### src/rtl/amo_pkg.sv
package amo_pkg;

  localparam logic [7:0] MAJ_IMPLICIT = 8'h0a;
  localparam logic [7:0] MAJ_EXPLICIT = 8'h0c;

  typedef enum logic [3:0] {
    AMO_FETCH, AMO_CLEAR, AMO_INC, AMO_DEC, AMO_DECZ,
    AMO_SWAP, AMO_OR, AMO_AND, AMO_XOR, AMO_ADD, AMO_CAS,
    AMO_BAD
  } amoOpE;

  typedef struct packed {
    logic capture;   // latch the incoming command
    logic readPh;    // memory read issued this cycle
    logic writePh;   // read data present, update and latch result
  } amoStrobeT;

  function automatic amoOpE amoDecode(input logic [7:0] maj, input logic [7:0] ext);
    amoOpE op;
    op = AMO_BAD;
    if (maj == MAJ_IMPLICIT) begin
      case (ext)
        8'h01:   op = AMO_FETCH;
        8'h02:   op = AMO_CLEAR;
        8'h05:   op = AMO_INC;
        8'h07:   op = AMO_DEC;
        8'h0f:   op = AMO_DECZ;
        default: op = AMO_BAD;
      endcase
    end else if (maj == MAJ_EXPLICIT) begin
      case (ext)
        8'h00:   op = AMO_SWAP;
        8'h01:   op = AMO_OR;
        8'h02:   op = AMO_AND;
        8'h03:   op = AMO_XOR;
        8'h04:   op = AMO_ADD;
        8'h08:   op = AMO_CAS;
        default: op = AMO_BAD;
      endcase
    end
    return op;
  endfunction

endpackage

### src/rtl/amo_dpath.sv
module amo_dpath
  import amo_pkg::*;
#(
  parameter int DATA_W = 64,
  parameter int ADDR_W = 10
) (
  input  logic              clk,
  input  logic              rstN,
  input  amoStrobeT         strobe,
  input  logic [7:0]        cmdMajor,
  input  logic [7:0]        cmdExt,
  input  logic [ADDR_W-1:0] cmdAddr,
  input  logic [DATA_W-1:0] cmdOp1,
  input  logic [DATA_W-1:0] cmdOp2,
  input  logic [DATA_W-1:0] memRdata,
  output logic              cmdLegal,
  output logic              memWe,
  output logic [ADDR_W-1:0] memAddr,
  output logic [DATA_W-1:0] memWdata,
  output logic [DATA_W-1:0] rspData,
  output logic              rspErr
);

  localparam logic [DATA_W-1:0] ONE = DATA_W'(1);

  amoOpE             opQ;
  logic [ADDR_W-1:0] addrQ;
  logic [DATA_W-1:0] op1Q, op2Q, resQ;
  logic              errQ;
  amoOpE             opIn;
  logic [DATA_W-1:0] newVal, decVal;
  logic              wantWr;

  assign opIn     = amoDecode(cmdMajor, cmdExt);
  assign cmdLegal = (opIn != AMO_BAD);
  assign decVal   = memRdata - ONE;

  always_comb begin
    newVal = memRdata;
    wantWr = 1'b1;
    case (opQ)
      AMO_FETCH: wantWr = 1'b0;
      AMO_CLEAR: newVal = '0;
      AMO_INC:   newVal = memRdata + ONE;
      AMO_DEC:   newVal = decVal;
      AMO_DECZ: begin
        newVal = decVal;
        wantWr = (decVal == '0);
      end
      AMO_SWAP:  newVal = op1Q;
      AMO_OR:    newVal = memRdata | op1Q;
      AMO_AND:   newVal = memRdata & op1Q;
      AMO_XOR:   newVal = memRdata ^ op1Q;
      AMO_ADD:   newVal = memRdata + op1Q;
      AMO_CAS: begin
        newVal = op1Q;
        wantWr = (memRdata == op2Q);
      end
      default:   wantWr = 1'b0;
    endcase
  end

  always_ff @(posedge clk) begin
    if (!rstN) begin
      opQ   <= AMO_BAD;
      addrQ <= '0;
      op1Q  <= '0;
      op2Q  <= '0;
      resQ  <= '0;
      errQ  <= 1'b0;
    end else if (strobe.capture) begin
      opQ   <= opIn;
      addrQ <= cmdAddr;
      op1Q  <= cmdOp1;
      op2Q  <= cmdOp2;
      resQ  <= '0;
      errQ  <= !cmdLegal;
    end else if (strobe.writePh) begin
      resQ  <= memRdata;
    end
  end

  assign memWe    = strobe.writePh && wantWr;
  assign memAddr  = addrQ;
  assign memWdata = newVal;
  assign rspData  = resQ;
  assign rspErr   = errQ;

endmodule

### src/rtl/amo_ctrl.sv
module amo_ctrl
  import amo_pkg::*;
(
  input  logic      clk,
  input  logic      rstN,
  input  logic      cmdValid,
  input  logic      cmdLegal,
  input  logic      rspReady,
  output logic      cmdReady,
  output logic      rspValid,
  output logic      memRe,
  output amoStrobeT strobe
);

  typedef enum logic [1:0] {ST_IDLE, ST_READ, ST_UPDATE, ST_RESP} stateE;
  stateE state, stateNext;

  always_comb begin
    stateNext      = state;
    strobe         = '0;
    case (state)
      ST_IDLE: if (cmdValid) begin
        strobe.capture = 1'b1;
        stateNext      = cmdLegal ? ST_READ : ST_RESP;
      end
      ST_READ: begin
        strobe.readPh = 1'b1;
        stateNext     = ST_UPDATE;
      end
      ST_UPDATE: begin
        strobe.writePh = 1'b1;
        stateNext      = ST_RESP;
      end
      ST_RESP: if (rspReady) stateNext = ST_IDLE;
      default: stateNext = ST_IDLE;
    endcase
  end

  always_ff @(posedge clk) begin
    if (!rstN) state <= ST_IDLE;
    else       state <= stateNext;
  end

  assign cmdReady = (state == ST_IDLE);
  assign rspValid = (state == ST_RESP);
  assign memRe    = strobe.readPh;

endmodule

### src/rtl/amo_unit.sv
module amo_unit
  import amo_pkg::*;
#(
  parameter int DATA_W = 64,
  parameter int ADDR_W = 10
) (
  input  logic              clk,
  input  logic              rstN,
  input  logic              cmdValid,
  output logic              cmdReady,
  input  logic [7:0]        cmdMajor,
  input  logic [7:0]        cmdExt,
  input  logic [ADDR_W-1:0] cmdAddr,
  input  logic [DATA_W-1:0] cmdOp1,
  input  logic [DATA_W-1:0] cmdOp2,
  output logic              rspValid,
  input  logic              rspReady,
  output logic [DATA_W-1:0] rspData,
  output logic              rspErr,
  output logic              memRe,
  output logic              memWe,
  output logic [ADDR_W-1:0] memAddr,
  output logic [DATA_W-1:0] memWdata,
  input  logic [DATA_W-1:0] memRdata
);

  amoStrobeT strobe;
  logic      cmdLegal;

  amo_ctrl uCtrl (
    .clk(clk), .rstN(rstN), .cmdValid(cmdValid), .cmdLegal(cmdLegal),
    .rspReady(rspReady), .cmdReady(cmdReady), .rspValid(rspValid),
    .memRe(memRe), .strobe(strobe)
  );

  amo_dpath #(.DATA_W(DATA_W), .ADDR_W(ADDR_W)) uDpath (
    .clk(clk), .rstN(rstN), .strobe(strobe), .cmdMajor(cmdMajor),
    .cmdExt(cmdExt), .cmdAddr(cmdAddr), .cmdOp1(cmdOp1), .cmdOp2(cmdOp2),
    .memRdata(memRdata), .cmdLegal(cmdLegal), .memWe(memWe),
    .memAddr(memAddr), .memWdata(memWdata), .rspData(rspData),
    .rspErr(rspErr)
  );

endmodule

### config.mk
export PLATFORM = sky130hd
export DESIGN_NAME = amo_unit
export DESIGN_NICKNAME = d
export VERILOG_FILES = /design/src/rtl/amo_pkg.sv /design/src/rtl/amo_dpath.sv /design/src/rtl/amo_ctrl.sv /design/src/rtl/amo_unit.sv
export SDC_FILE = /design/constraint.sdc
export NUM_CORES = 1
export LEC_CHECK = 0
export BUFFER_PORTS_ARGS = -buffer_cell sky130_fd_sc_hd__buf_2
export CAP_MARGIN = 10
export CORE_MARGIN = 2
export CORE_UTILIZATION = 60
export DETAILED_ROUTE_END_ITERATION = 8
export PLACE_DENSITY = 0.91
export SYNTH_ARGS = -nofsm -noshare
export SYNTH_HDL_FRONTEND = slang
export SYNTH_HIERARCHICAL = 1
export SYNTH_SLANG_ARGS = --single-unit
### constraint.sdc
create_clock -name clk -period 12.3 [get_ports clk]
set_input_delay 2.46 -clock clk [delete_from_list [all_inputs] [get_ports clk]]
set_output_delay 2.46 -clock clk [all_outputs]
set_load 0.01 [all_outputs]
# After elaboration in Yosys (flattened, before gate mapping)
# Index checks and enable logic that the tools add are counted.
[word_totals]
out_inout_bits = 143
reg_bits = 209
wordCells = 65
[op_classes]
reduce_logical = 10
eq_ne = 27
muxes = 14
n_addsub = 3
n_bitwise = 4
[ops]
columns = ["op", "n"]
rows = [
  ["64-bit one-hot mux with 8 select lines", 1],
  ["64-bit by 1-bit adder with 64-bit output (second input constant)", 1],
  ["64-bit adder", 1],
  ["64-bit bitwise AND", 1],
  ["64-bit equality test", 1],
  ["64-bit logical NOT", 1],
  ["64-bit OR", 1],
  ["64-bit by 1-bit subtractor with 64-bit output (second input constant)", 1],
  ["64-bit bitwise XOR", 1],
  ["8-bit by 4-bit equality test with 1-bit output (second input constant)", 4],
  ["8-bit by 3-bit equality test with 1-bit output (second input constant)", 3],
  ["4-bit one-hot mux with 6 select lines", 1],
  ["4-bit one-hot mux with 5 select lines", 1],
  ["4-bit by 3-bit equality test with 1-bit output (second input constant)", 4],
  ["8-bit by 2-bit equality test with 1-bit output (second input constant)", 2],
  ["4-bit equality test (second input constant)", 3],
  ["4-bit by 2-bit equality test with 1-bit output (second input constant)", 2],
  ["8-bit by 1-bit equality test with 1-bit output (second input constant)", 1],
  ["8-bit logical NOT", 1],
  ["4-bit two-way mux", 2],
  ["2-bit one-hot mux with 4 select lines", 1],
  ["8-bit OR reduction", 1],
  ["2-bit two-way mux", 3],
  ["2-bit OR reduction", 3],
  ["13 further kinds", 17],
]

# Depth between registers and ports, before layout
[logic_depth]
depth_word = 8
depth_mapped = 18
depth_no_buf = 15

# Modules after synthesis
# Netlist, hierarchy kept.
[by_module_without_submodules]
columns = ["mod", "n_inst", "seq_area_each_um2", "cells_per_inst", "area_each_um2"]
rows = [
  ["amo_dpath", 1, 4144.0, 2461, 19264.7],
  ["amo_ctrl", 1, 40.0, 20, 172.7],
]

# Least setup slack after synthesis
# OpenSTA, ideal clock, no wires.
[synth_timing]
path_type = "in2out"
from = "input memRdata[0]"
to = "output memWdata[46]"
t_required_ns = 9.840
slack_ns = 4.418
cell_stages = 12
arrival_time_ns = 5.422
cell_sequence = "ha_1 > fa_1 > a211oi_1 > o21ai_0 > a22oi_1 > o21bai_1 > a2111oi_0 > nor2_1 > a21oi_1 > xnor2_1 > a21oi_1 > a221oi_1"
[synth_via]
elab_chain_len = 2
[synth_rtl]
columns = ["element", "line", "text"]
rows = [
  ["start, declared", "amo_unit.sv:24", "input logic [DATA_W-1:0] memRdata"],
  ["64-bit adder, or another cell as far along", "amo_dpath.sv:54", "AMO_ADD: newVal = memRdata + op1Q;"],
  ["64-bit one-hot mux with 8 select lines *", "amo_dpath.sv:41", "case (opQ)"],
  ["end, declared", "amo_unit.sv:23", "output logic [DATA_W-1:0] memWdata,"],
]
# Every way passes the cells marked *; elsewhere a longest branch is shown, timed or not.

# Final worst setup path
[layout_timing]
from = "input memRdata[1]"
to = "output memWe"
[layout_via]
elab_chain_len = 4
[layout_rtl]
columns = ["element", "line", "text"]
rows = [
  ["64-bit by 1-bit subtractor with 64-bit output", "amo_dpath.sv:36", "assign decVal = memRdata - ONE;"],
  ["64-bit logical NOT", "amo_dpath.sv:48", "wantWr = (decVal == '0);"],
  ["1-bit one-hot mux with 3 select lines *", "amo_dpath.sv:41", ""],
  ["1-bit logical AND *", "amo_dpath.sv:83", "assign memWe = strobe.writePh && wantWr;"],
  ["end, declared", "amo_unit.sv:21", "output logic memWe,"],
]
# Marked as above.

==> summary.txt <==
Run status
  – Status: completed

Setup path
  – Crit start category: input pin
  – Cell mode on critical path: buf_2
  – Peak per-stage delay on the critical path: 0.68 ns
  – Crit path max fanout: 8
  – Crit end category: output pin
  – CP top delay family: simple AND/OR/NAND/NOR gates
  – Crit-path slowest cell: nor4b_1
  – Req. time, crit path: 9.84 ns
  – Ordered cell list for the critical path: buf_2, inv_1, ha_1, nor3b_2, nand4_4, nor3b_1, nor4b_1, nand2_1, nor3_1, xnor2_1, nand4_1, or4_1, o31ai_2, buf_2
  – CP bufs+invs: 3
  – Worst Path Arrival: 6.78 ns
  – CP Class: in2out
  – R2R Setup Slk: 9.03 ns

Placement
  – Port bufs: 364
  – Dpl hpwl: 54,100 µm
  – Final GP Congestion: 1.05
  – Area after DPL: 21,200 µm²
  – Dpl ws: 3.27 ns

Clock network
  – Post-CTS sizing: 0
  – Cts hold-fix bufs: 0
  – Clk root buf: clkbuf_16
  – CTS sink cnt: 209
  – Max clock buf depth: 3
  – CTS buffer count: 23
  – H-tree levels: 1
  – Post-CTS setup buffers: 0
  – Clock Latency Late Sink: 0.58 ns
  – Clk pin slew, worst setup/hold paths: 0.06 ns
  – CTS tree: yes

Pwr
  – PwrDens: 137 nW/µm²
  – Pleak: 9.45 nW
  – Peak VDD IR: 0.260 mV

Synth
  – Mean Syn Cell Area: 7.83 µm²
  – Synth warnings: 6
  – Mapped cell area: 19,400 µm²
  – Gate Count Post-Synth: 2,480
  – Synth Net Count: 2,900

Die
  – Die height: 184 µm
  – Core area: 31,700 µm²
  – Starting Density: 61.3%
  – Die W: 184 µm
  – Die ar.: 33,800 µm²
  – Cell Rows: 65
  – Boundary Pins: 365

STA
  – Period minus WS final: 9.24 ns
  – Fin crit share: 75.1%
  – Final Hold Fails: 0
  – Final Slew Violations: 0
  – Max transition margin: 19.3%
  – Unrepaired setup endpoints after global routing: no
  – Final setup vio count: 0
  – Final setup TNS: 0 ns
  – Setup ws final: 3.06 ns
  – Fmax: 0.108 GHz
  – Worst-margin pin slew: 1.21 ns
  – Worst Clk Skew: 0.0387 ns

Global route
  – Vias in the first global route: 20,000
  – Gr ovfl total: 0
  – First-pass GRT wire length: 111,000 µm
  – Initial antenna violation count: 1
  – Gr usage total: 41.7%
  – Largest net degree at the start of global routing: 140

Drt
  – Detailed Route WL: 74,000 µm
  – Vias per cell: 6.73
  – Initial drt markers: 2,793
  – Routed WL per cell: 23.6 µm
  – Drt pass-1 iters: 6
  – DRC Markers: 0
  – Detail Route Antenna Nets: 0
  – Via count: 21,100

Worst hold path
  – Hold Crit Class: reg2reg

Final layout
  – ANT cells: 0
  – Fillers: 2,533
  – Post-route cell area: 22,000 µm²
  – # nets final: 3,132
  – Share of cells above drive strength 1: 16.8%
  – Syn-to-layout area delta: 13.5%
  – Utilization after layout: 69.5%

Job
  – MaxCap Viol Count: 0
placed cells by master (no fill, tap or decap), types with 5 or more instances in the layout:
cell       instances
nand2_1          106
or2_2              5
a31oi_1           16
nor4_1            26
o21bai_1          20
nor3_1            57
clkbuf_16         23
and3_1            16
a22oi_1           50
nor2b_1          144
nor2_1           194
ha_1             196
o2111ai_1         11
a2bb2oi_1         10
o21ai_0          118
o211ai_1          42
nand2b_1           9
dfxtp_1          209
a211oi_1          15
xor2_1            34
nand4_1           52
a21boi_0           7
inv_1            157
buf_2            363
a221oi_1          48
mux2i_1          205
o31ai_1            5
xnor2_1          125
nand3_1           49
clkbuf_8           5
o221ai_1           9
a21oi_1          183
o21a_1             6
buf_4             19
a21o_1            28
and2_1            68
per-stage QoR:
| step | hold slack [ns] | total power, mW | cells |
|---|---|---|---|
| 2_1_floorplan | 0.503 | 1.78 | 2480 |
| 3_3_place_gp | 0.469 | 2.16 | 3089 |
| 3_5_place_dp | 0.481 | 2.21 | 3089 |
| 4_1_cts | 0.497 | 2.98 | 3130 |
| 5_1_grt | 0.514 | 3.14 | 3130 |
| 6_report | 0.494 | 3.02 | 3130 |
where the power goes:
group / total [mW] / internal (mW) / switching [mW]
registers: 0.941 / 0.811 / 0.130
clock network: 0.766 / 0.460 / 0.306
logic: 1.31 / 0.533 / 0.778
total: 3.02 / 1.80 / 1.21
path summary, 6_finish.rpt:
check,startpoint,cells past startpoint,end
hold reg to reg,uDpath/rspData[47],2,uDpath/rspData[47]
setup reg to reg,uCtrl/state[0],6,uDpath/opQ[2]
hold / removal,uDpath/rspData[47],2,uDpath/rspData[47]
setup / recovery,memRdata[1],14,memWe
state kept, by name (all words and copies together), names as in the netlist:
name            cells
uDpath/op1Q        64
uDpath/rspErr       1
uDpath/opQ          4
uDpath/rspData     64
uCtrl/state         2
uDpath/memAddr     10
uDpath/op2Q        64
metal layers:
| layer | track usage, % | up-vias | wire [µm] |
|---|---|---|---|
| met5 | 0 | - | 14 |
| met1 | 53.8 | 9880 | 28600 |
| met3 | 8.34 | 325 | 8650 |
| met2 | 66.5 | 1577 | 32600 |
| li1 | - | 9280 | - |
| met4 | 20.2 | 2 | 4120 |
worst register-to-register path: stages (launching register included):
cell and delay (ns):
dfxtp_1 0.35, inv_1 0.14, ha_1 0.28, and2_4 0.69, buf_4 0.97, o21ai_0 0.39
o221a_2 0.34
cell type report:
cell class	instances	area [µm²]	area share, %
Multi-Input combinational cell	1939	14000	63.4
Tap cell	402	503	2.28
Clock inverter	10	169	0.766
Sequential cell	209	4180	19.0
Clock buffer	31	656	2.97
Timing Repair Buffer	382	1960	8.89
Inverter	157	589	2.67
Note: power is estimated with default switching activity, not from simulation.
